===== config.mk =====
export PLATFORM = sky130hd
export DESIGN_NAME = ihz_mode_fsm
export DESIGN_NICKNAME = d
export VERILOG_FILES = /design/src/rtl/ihz_pkg.sv /design/src/rtl/ihz_mode_fsm.sv
export SDC_FILE = /design/constraint.sdc
export NUM_CORES = 1
export LEC_CHECK = 0
export ABC_AREA = 1
export BUFFER_PORTS_ARGS = -buffer_cell sky130_fd_sc_hd__buf_4
export CAP_MARGIN = 25
export CORE_AREA = 8 8 45 47
export CTS_BUF_LIST = sky130_fd_sc_hd__clkbuf_2 sky130_fd_sc_hd__clkbuf_4 sky130_fd_sc_hd__clkbuf_8
export DETAILED_ROUTE_END_ITERATION = 8
export DIE_AREA = 0 0 53 55
export GPL_TIMING_DRIVEN = 0
export SLEW_MARGIN = 20
export SYNTH_ARGS = -nofsm -noshare
export SYNTH_HDL_FRONTEND = slang
export SYNTH_SLANG_ARGS = --single-unit
export TNS_END_PERCENT = 20

===== constraint.sdc =====
create_clock -name clk -period 1.7 [get_ports clk]
set_clock_uncertainty 0.1 [all_clocks]
set_input_delay 0.17 -clock clk [delete_from_list [all_inputs] [get_ports clk]]
set_output_delay 0.17 -clock clk [all_outputs]
set_load 0.005 [all_outputs]

===== src/rtl/ihz_pkg.sv =====
package ihz_pkg;

    localparam int LFSR_W = 16;
    // taps 16,14,13,11 of a maximal-length Fibonacci register
    localparam logic [LFSR_W-1:0] LFSR_TAPS = 16'hB400;
    localparam logic [LFSR_W-1:0] LFSR_SEED_DEF = 16'hACE1;

    typedef enum logic [1:0] {
        M_STABLE   = 2'd0,
        M_UNSTABLE = 2'd1,
        M_HAZARD   = 2'd2
    } mode_t;

    typedef struct packed {
        mode_t mode;
        logic  held;
    } gate_st_t;

    typedef struct packed {
        logic valid;
        logic value;
    } obs_t;

    function automatic logic [LFSR_W-1:0] lfsr_step(input logic [LFSR_W-1:0] s);
        logic fb;
        fb = ^(s & LFSR_TAPS);
        return {s[LFSR_W-2:0], fb};
    endfunction

endpackage


===== src/rtl/ihz_mode_fsm.sv =====
module ihz_mode_fsm
    import ihz_pkg::*;
(
    input  logic     clk,
    input  logic     rst,
    input  logic     din,
    input  logic     din_chg,
    input  logic     settle,
    output gate_st_t st
);
    gate_st_t st_q, st_d;

    always_comb begin
        st_d = st_q;
        unique case (st_q.mode)
            M_STABLE: begin
                if (din == st_q.held) st_d.mode = M_UNSTABLE;
            end
            M_UNSTABLE: begin
                if (din_chg) begin
                    st_d.mode = M_HAZARD;
                end else if (settle) begin
                    st_d.mode = M_STABLE;
                    st_d.held = ~st_q.held;
                end
            end
            default: st_d.mode = M_HAZARD;
        endcase
    end

    always_ff @(posedge clk) begin
        if (rst) st_q <= '{mode: M_STABLE, held: 1'b0};
        else     st_q <= st_d;
    end

    assign st = st_q;

    a_r2_enter_unstable: assert property (@(posedge clk) disable iff (rst)
        (st_q.mode == M_STABLE && din == st_q.held) |=> st_q.mode == M_UNSTABLE);

    a_r3_settle_flips: assert property (@(posedge clk) disable iff (rst)
        (st_q.mode == M_UNSTABLE && settle && !din_chg)
        |=> (st_q.mode == M_STABLE && st_q.held != $past(st_q.held)));

    a_r5_toggle_hazard: assert property (@(posedge clk) disable iff (rst)
        (st_q.mode == M_UNSTABLE && din_chg) |=> st_q.mode == M_HAZARD);

    a_r8_hazard_sticky: assert property (@(posedge clk) disable iff (rst)
        (st_q.mode == M_HAZARD) |=> st_q.mode == M_HAZARD);

    a_r10_stable_hold: assert property (@(posedge clk) disable iff (rst)
        (st_q.mode == M_STABLE) |=> $stable(st_q.held));

endmodule


Word level (Yosys, flattened, before mapping)
Cells that the tools add are included.
Storage, ports and cells
  output and inout port bits: 3
  input port bits: 5
  bits in registers: 3
  word-level logic and storage cells: 15
Cells by class
  multiplexer cells: 4
  bitwise logic cells: 2
  reductions and logical operators: 3
  equal/unequal tests: 4
Operators by type and width (count)
  2-bit 2-to-1 mux: 2
  2-bit case mux with 2 select lines: 1
  3-bit 2-to-1 mux: 1
  3-bit != test (second input constant): 1
  3-bit AND reduction: 1
  2-bit by 1-bit equality test with 1-bit output (second input constant): 1
  2-bit zero test: 1
  2-bit != test (second input constant): 1
  1-bit NOT: 2
  2-bit AND reduction: 1
  1-bit equality test: 1

Logic depth before layout (Yosys ltp)
Gate-level depths: netlist (run 1).
  depth after elaboration: 4
  depth in mapped cells: 5
  mapped depth without buffers: 5

Least setup slack after synthesis (run 1)
Ideal clock, no wire load.
  path kind: register to register
  start: register st_q, in the netlist st[1]
  end: register st_q, in the netlist st[0]
  setup time: 0.115 ns
  path slack: 0.843 ns
  period minus slack after synthesis: 0.857 ns
  path buffers: 0
  arrival: 0.643 ns
  required time: 1.485 ns
  cell stages (with the launch flop): 6
  path through: dfxtp_1 -> inv_1 -> nor2_2 -> nand3_1 -> nand2_1 -> nor2_1
Between the ends
  cells in the longest elaborated chain, start to end: 2
Ends and longest elaborated chain
  from (decl): RTL line ihz_mode_fsm.sv:11  | gate_st_t st_q, st_d;
  from (signal assigned): RTL line ihz_mode_fsm.sv:32  | if (rst) st_q <= '{mode: M_STABLE, held: 1'b0};
  from (signal assigned): RTL line ihz_mode_fsm.sv:33  | else st_q <= st_d;
  2-bit by 1-bit equality test with 1-bit output: RTL line ihz_mode_fsm.sv:15  | unique case (st_q.mode)
  3-bit AND reduction (no source line)
Every way passes these cells.
A chain may end at the register's enable or synchronous reset.

Worst setup path after layout (run 1)
  start: register st_q, in the netlist st[0]
  end: output port st[0] (netlist name)
RTL lines
  to (decl): RTL line ihz_mode_fsm.sv:9  | output gate_st_t st
No word-level cell between the ends.

==> results of run 1 <==
## where the power goes
| part | switching [mW] | leakage (nW) | internal (mW) |
|---|---|---|---|
| sequential | 0.00417 | 0.0245 | 0.0750 |
| combinational | 0.0149 | 0.0881 | 0.0187 |
| clock | 0.0387 | 0.0184 | 0.104 |
## cell usage after synthesis
| master | instances |
|---|---|
| nor2_2 | 2 |
| a21oi_1 | 1 |
| dfxtp_1 | 3 |
| nand3_1 | 2 |
| nor2_1 | 3 |
| inv_1 | 5 |
| nor3_1 | 1 |
| nand2_1 | 5 |
| a21oi_2 | 1 |
## stage by stage
step	setup WS [ps]	power [mW]	cells	instance area, sq um
3_5_place_dp	809	0.113	46	223
3_3_place_gp	826	0.112	46	223
2_1_floorplan	843	0.0952	23	150
6_report	673	0.255	51	263
5_1_grt	621	0.276	51	263
4_1_cts	656	0.262	51	263
## final cells by class
type,instances,area (sq um),share of cell area
Multi-Input combinational cell,15,71.3,0.271
Timing Repair Buffer,8,62.6,0.238
Sequential cell,3,60.1,0.229
Clock buffer,4,30.0,0.114
Tap cell,16,20.0,0.0762
Inverter,5,18.8,0.0714
## placed cells by master, fill, tap and decap left out
master / count
a21oi_1: 1
a21oi_2: 1
buf_4: 7
clkbuf_4: 4
dfxtp_1: 3
dlygate4sd3_1: 1
inv_1: 5
nand2_1: 5
nand3_1: 2
nor2_1: 3
nor2_2: 2
nor3_1: 1
## kinds of logic after synthesis
kind of cell | Yosys count | share of synthesized area
AND/OR/NAND/NOR | 13 | 0.383
buffers and inverters | 5 | 0.125
flip-flops | 3 | 0.400
AO/OA/AOI/OAI | 2 | 0.0916
## layer usage
metal	share of wire	vias up
met5	0	-
met4	0.075	0
met3	0.14	3
met2	0.43	10
met1	0.35	67
li1	-	93
## final timing paths
path                            startpoint    end  cells after the start
worst max-delay path                 st[0]  st[0]                      1
worst min-delay path               din_chg  st[1]                      4
worst max register to register       st[1]  st[0]                      5
worst min register to register       st[1]  st[1]                      2
## what timing repair did
action / 4_1_cts / 5_1_grt
hold buffers: 1 / 0
hold endpoints to repair: 1 / 0
endpoints found under the setup margin: 0 / 0
resized for setup: 0 / 0
setup buffers: 0 / 0
==> results.ini, run 1 <==
[status]
status=finished, final reports clean

[sta]
worst_slew_pin_slew_ps=157
maxSlewViolCount=0
fin_setup_tns_ps=0
finalCriticalPeriod_ps=1030
post-route-period-util=0.604
relSlewSlack=0.895
max_freq_ghz=0.973
setup_viol_count_final=0
hold_viol=0
hold_ws_ps=144
rsz0062_at_grt=false

[place]
hpwl_microns=315
port_buffers=7
place_congestion=0.681

[setup_path]
cp-start-kind=flop
crit_type=reg2out
cp_cell_sequence=buf_4
max_stage_delay_ps=380
cp-end-kind=output pin
crit_slowest_cell=dfxtp_1
r2r_slack_ps=820
worst-path-max-fanout=5
cpLargestDelayFamily=flip-flops
worst-path-buf-inv=1
critPathRequiredTime_ps=1430
arrival_ps=760

[global_routing]
use_met3=0.0267
grt_util_all_layers=0.0399
grt_pass1_vias=172
antenna_found_initial=0
grt_use_met1=0.0212
grt.met2_usage=0.0430
top_usage_layer=met4
grt_max_degree=6
grt-ovfl-total=0
grt_pass1_wl_microns=648

[synth]
synthTopCellsByArea=dfxtp_1, inv_1, nand2_1, nor2_2, nor2_1
syn_inst=23
seq_area_frac_synth=0.400
synth_fp_nets=28
synth_top_area_share=0.400
yosysWarnings=0
synth_top_area_cell=dfxtp_1
ys_ff_latch=3
syn_avg_cell_area_sq_um=6.53
synthesis.area_sq_um=150
synth.distinct_cells=9

[cts]
clk_pin_slew_ps=40
numCtsBuffers=3
cts_buffer_depth=2
clk-insertion-delay-late_ps=240
cts_root_buf=clkbuf_4
cts-htree-levels=1
cts_tree=built
clock-sinks=3

[layout]
drive_gt1_frac=0.400
final_util=0.190
n_fill_cell=170
diodes=0
fin_nets=41
syn2layout_area_growth_pct=75.0
largest_reg_flops=3

[power_and_ir_drop]
ir_worst_vdd_mv=0.133
power-per-cell-area_nw_per_um2=972
power.leakage_nw=0.131

[routing]
drc=0
dr.pass1.iters=2
wirelength_microns=387
antenna_left=0
viasPerCell=3.39
vias=173
dr.first_iter.drc_count=2
post_drt_wl_per_cell_microns=7.59

[min_path]
hold_class=in2reg

[die]
die_w_microns=53
dieArea_sq_um=2920
core_area_sq_um=1380
rows=14
initial_core_util=0.108
num_io_pins=8
chipHeight_microns=55

[run]
cap_violations=0

(Power assumes the default switching activity.)
==> run 2: changes to the inputs <==
Clock period 1.7 ns to 1.05 ns, I/O delays scaled along.
==> run 2 against run 1 <==
Flip-flop and latch count is the same. Critical path depth is the same. Global-route usage is 0.16 points higher. Non-clock buffer count stayed put. Register-to-register slack got worse by 650 ps. Sequential power increased by 62%. Hold slack worse by 65 ps.
==> results.ini, run 2 (synthesis gave the netlist of run 1 again) <==
[routing]
dr.pass1.iters=2
vias=175
dr.first_iter.drc_count=2
drc=0
post_drt_wl_per_cell_microns=7.65
viasPerCell=3.43
antenna_left=0
wirelength_microns=390

[sta]
worst_slew_pin_slew_ps=157
relSlewSlack=0.895
finalCriticalPeriod_ps=963
post-route-period-util=0.917
fin_setup_tns_ps=0
hold_ws_ps=78.2
hold_viol=0
max_freq_ghz=1.04
rsz0062_at_grt=false
setup_viol_count_final=0
maxSlewViolCount=0

[setup_path]
arrival_ps=760
crit_slowest_cell=dfxtp_1
crit_type=reg2out
cpLargestDelayFamily=flip-flops
cp-start-kind=flop
worst-path-max-fanout=5
worstSetupPathDepth=1
cp-end-kind=output pin
max_stage_delay_ps=380
r2r_cells=5
cp_cell_sequence=buf_4
worst-path-buf-inv=1
critPathRequiredTime_ps=840

[power_and_ir_drop]
switching_power_uw=93.9
power.share.sequential=0.310
ir_worst_vdd_mv=0.217
p_total_uw=414
p_comb_frac=0.131
power-per-cell-area_nw_per_um2=1580
internal_power_uw=320
power.leakage_nw=0.131
clockPowerShare=0.559
switching_share=0.227

[cts]
numCtsBuffers=3
clock-sinks=3
clk-insertion-delay-late_ps=240
cts_tree=built
cts_root_buf=clkbuf_4
cts-htree-levels=1
clk_pin_slew_ps=40
cts.repair.resized=0
cts_buffer_depth=2

[min_path]
hold_class=in2reg
hold_path_depth=4

[global_routing]
grt_pass1_vias=168
grt-ovfl-total=0
grt_pass1_wl_microns=662
grt_max_degree=6
antenna_found_initial=0
grt_util_all_layers=0.0415

[layout]
syn2layout_area_growth_pct=75.0
largest_reg_flops=3
drive_gt1_frac=0.400
fin_nets=41
layout_common_cells=buf_4, inv_1, nand2_1, clkbuf_4
final_common_cell=buf_4
diodes=0

[die]
die_w_microns=53
dieArea_sq_um=2920
core_area_sq_um=1380
chipHeight_microns=55
rows=14
initial_core_util=0.108
num_io_pins=8

[run]
cap_violations=0

[place]
place_congestion=0.681
port_buffers=7
hpwl_microns=315

[status]
status=finished, final reports clean

[run 2: cell counts in the layout (fill, tap and decap cells not counted)]
Identical to the previous run, type by type.
[run 2: metrics by stage]
step	area, sq um	instances	util	worst slack, ps
after CTS	263	51	0.190	71.2
after global placement	223	46	0.161	176
after floorplan	150	23	-	193
final	263	51	0.190	87.3
after global routing	263	51	0.190	21.0
after detailed placement	223	46	0.161	159
[run 2: power by group through the flow]
stage	logic, mW	registers, mW	clock network, mW
floorplan	0.0240	0.130	0
detailed placement	0.0523	0.130	0
finish	0.0544	0.128	0.231
global route	0.0622	0.129	0.270
CTS	0.0554	0.128	0.241
global placement	0.0514	0.130	0
[run 2: per-layer routing]
| layer | track usage | routed length (microns) | vias up |
|---|---|---|---|
| met1 | 0.0212 | 134 | 67 |
| met3 | 0.0348 | 59 | 5 |
| met2 | 0.0430 | 138 | 10 |
| met4 | 0.116 | 57 | 0 |
| li1 | - | - | 93 |
| met5 | 0 | 0 | - |
[run 2: path summary, 6_finish.rpt]
check | from | endpoint | slack [ps]
worst max register to register | st[1] | st[0] | 170
worst max-delay path | st[0] | st[0] | 90
worst min-delay path | din_chg | st[1] | 80
worst min register to register | st[1] | st[1] | 430
[run 2: timing repair]
item                                    in CTS  in global routing
setup buffers                                0                  0
endpoints found under the setup margin       0                  0
hold buffers                                 1                  0
hold endpoints to repair                     2                  0
[run 2: final cells by class]
| class | instances | area (sq um) |
|---|---|---|
| clock buffer | 4 | 30.0 |
| fill | 170 | 1120 |
| inverter | 5 | 18.8 |
| multi-input combinational | 15 | 71.3 |
| sequential | 3 | 60.1 |
| tap | 16 | 20.0 |
| timing repair buffer | 8 | 62.6 |
[run 2: worst min-delay path: stages]
cell and delay, ps:
buf_4 90, nor2_2 40, nand3_1 80, a21oi_2 60
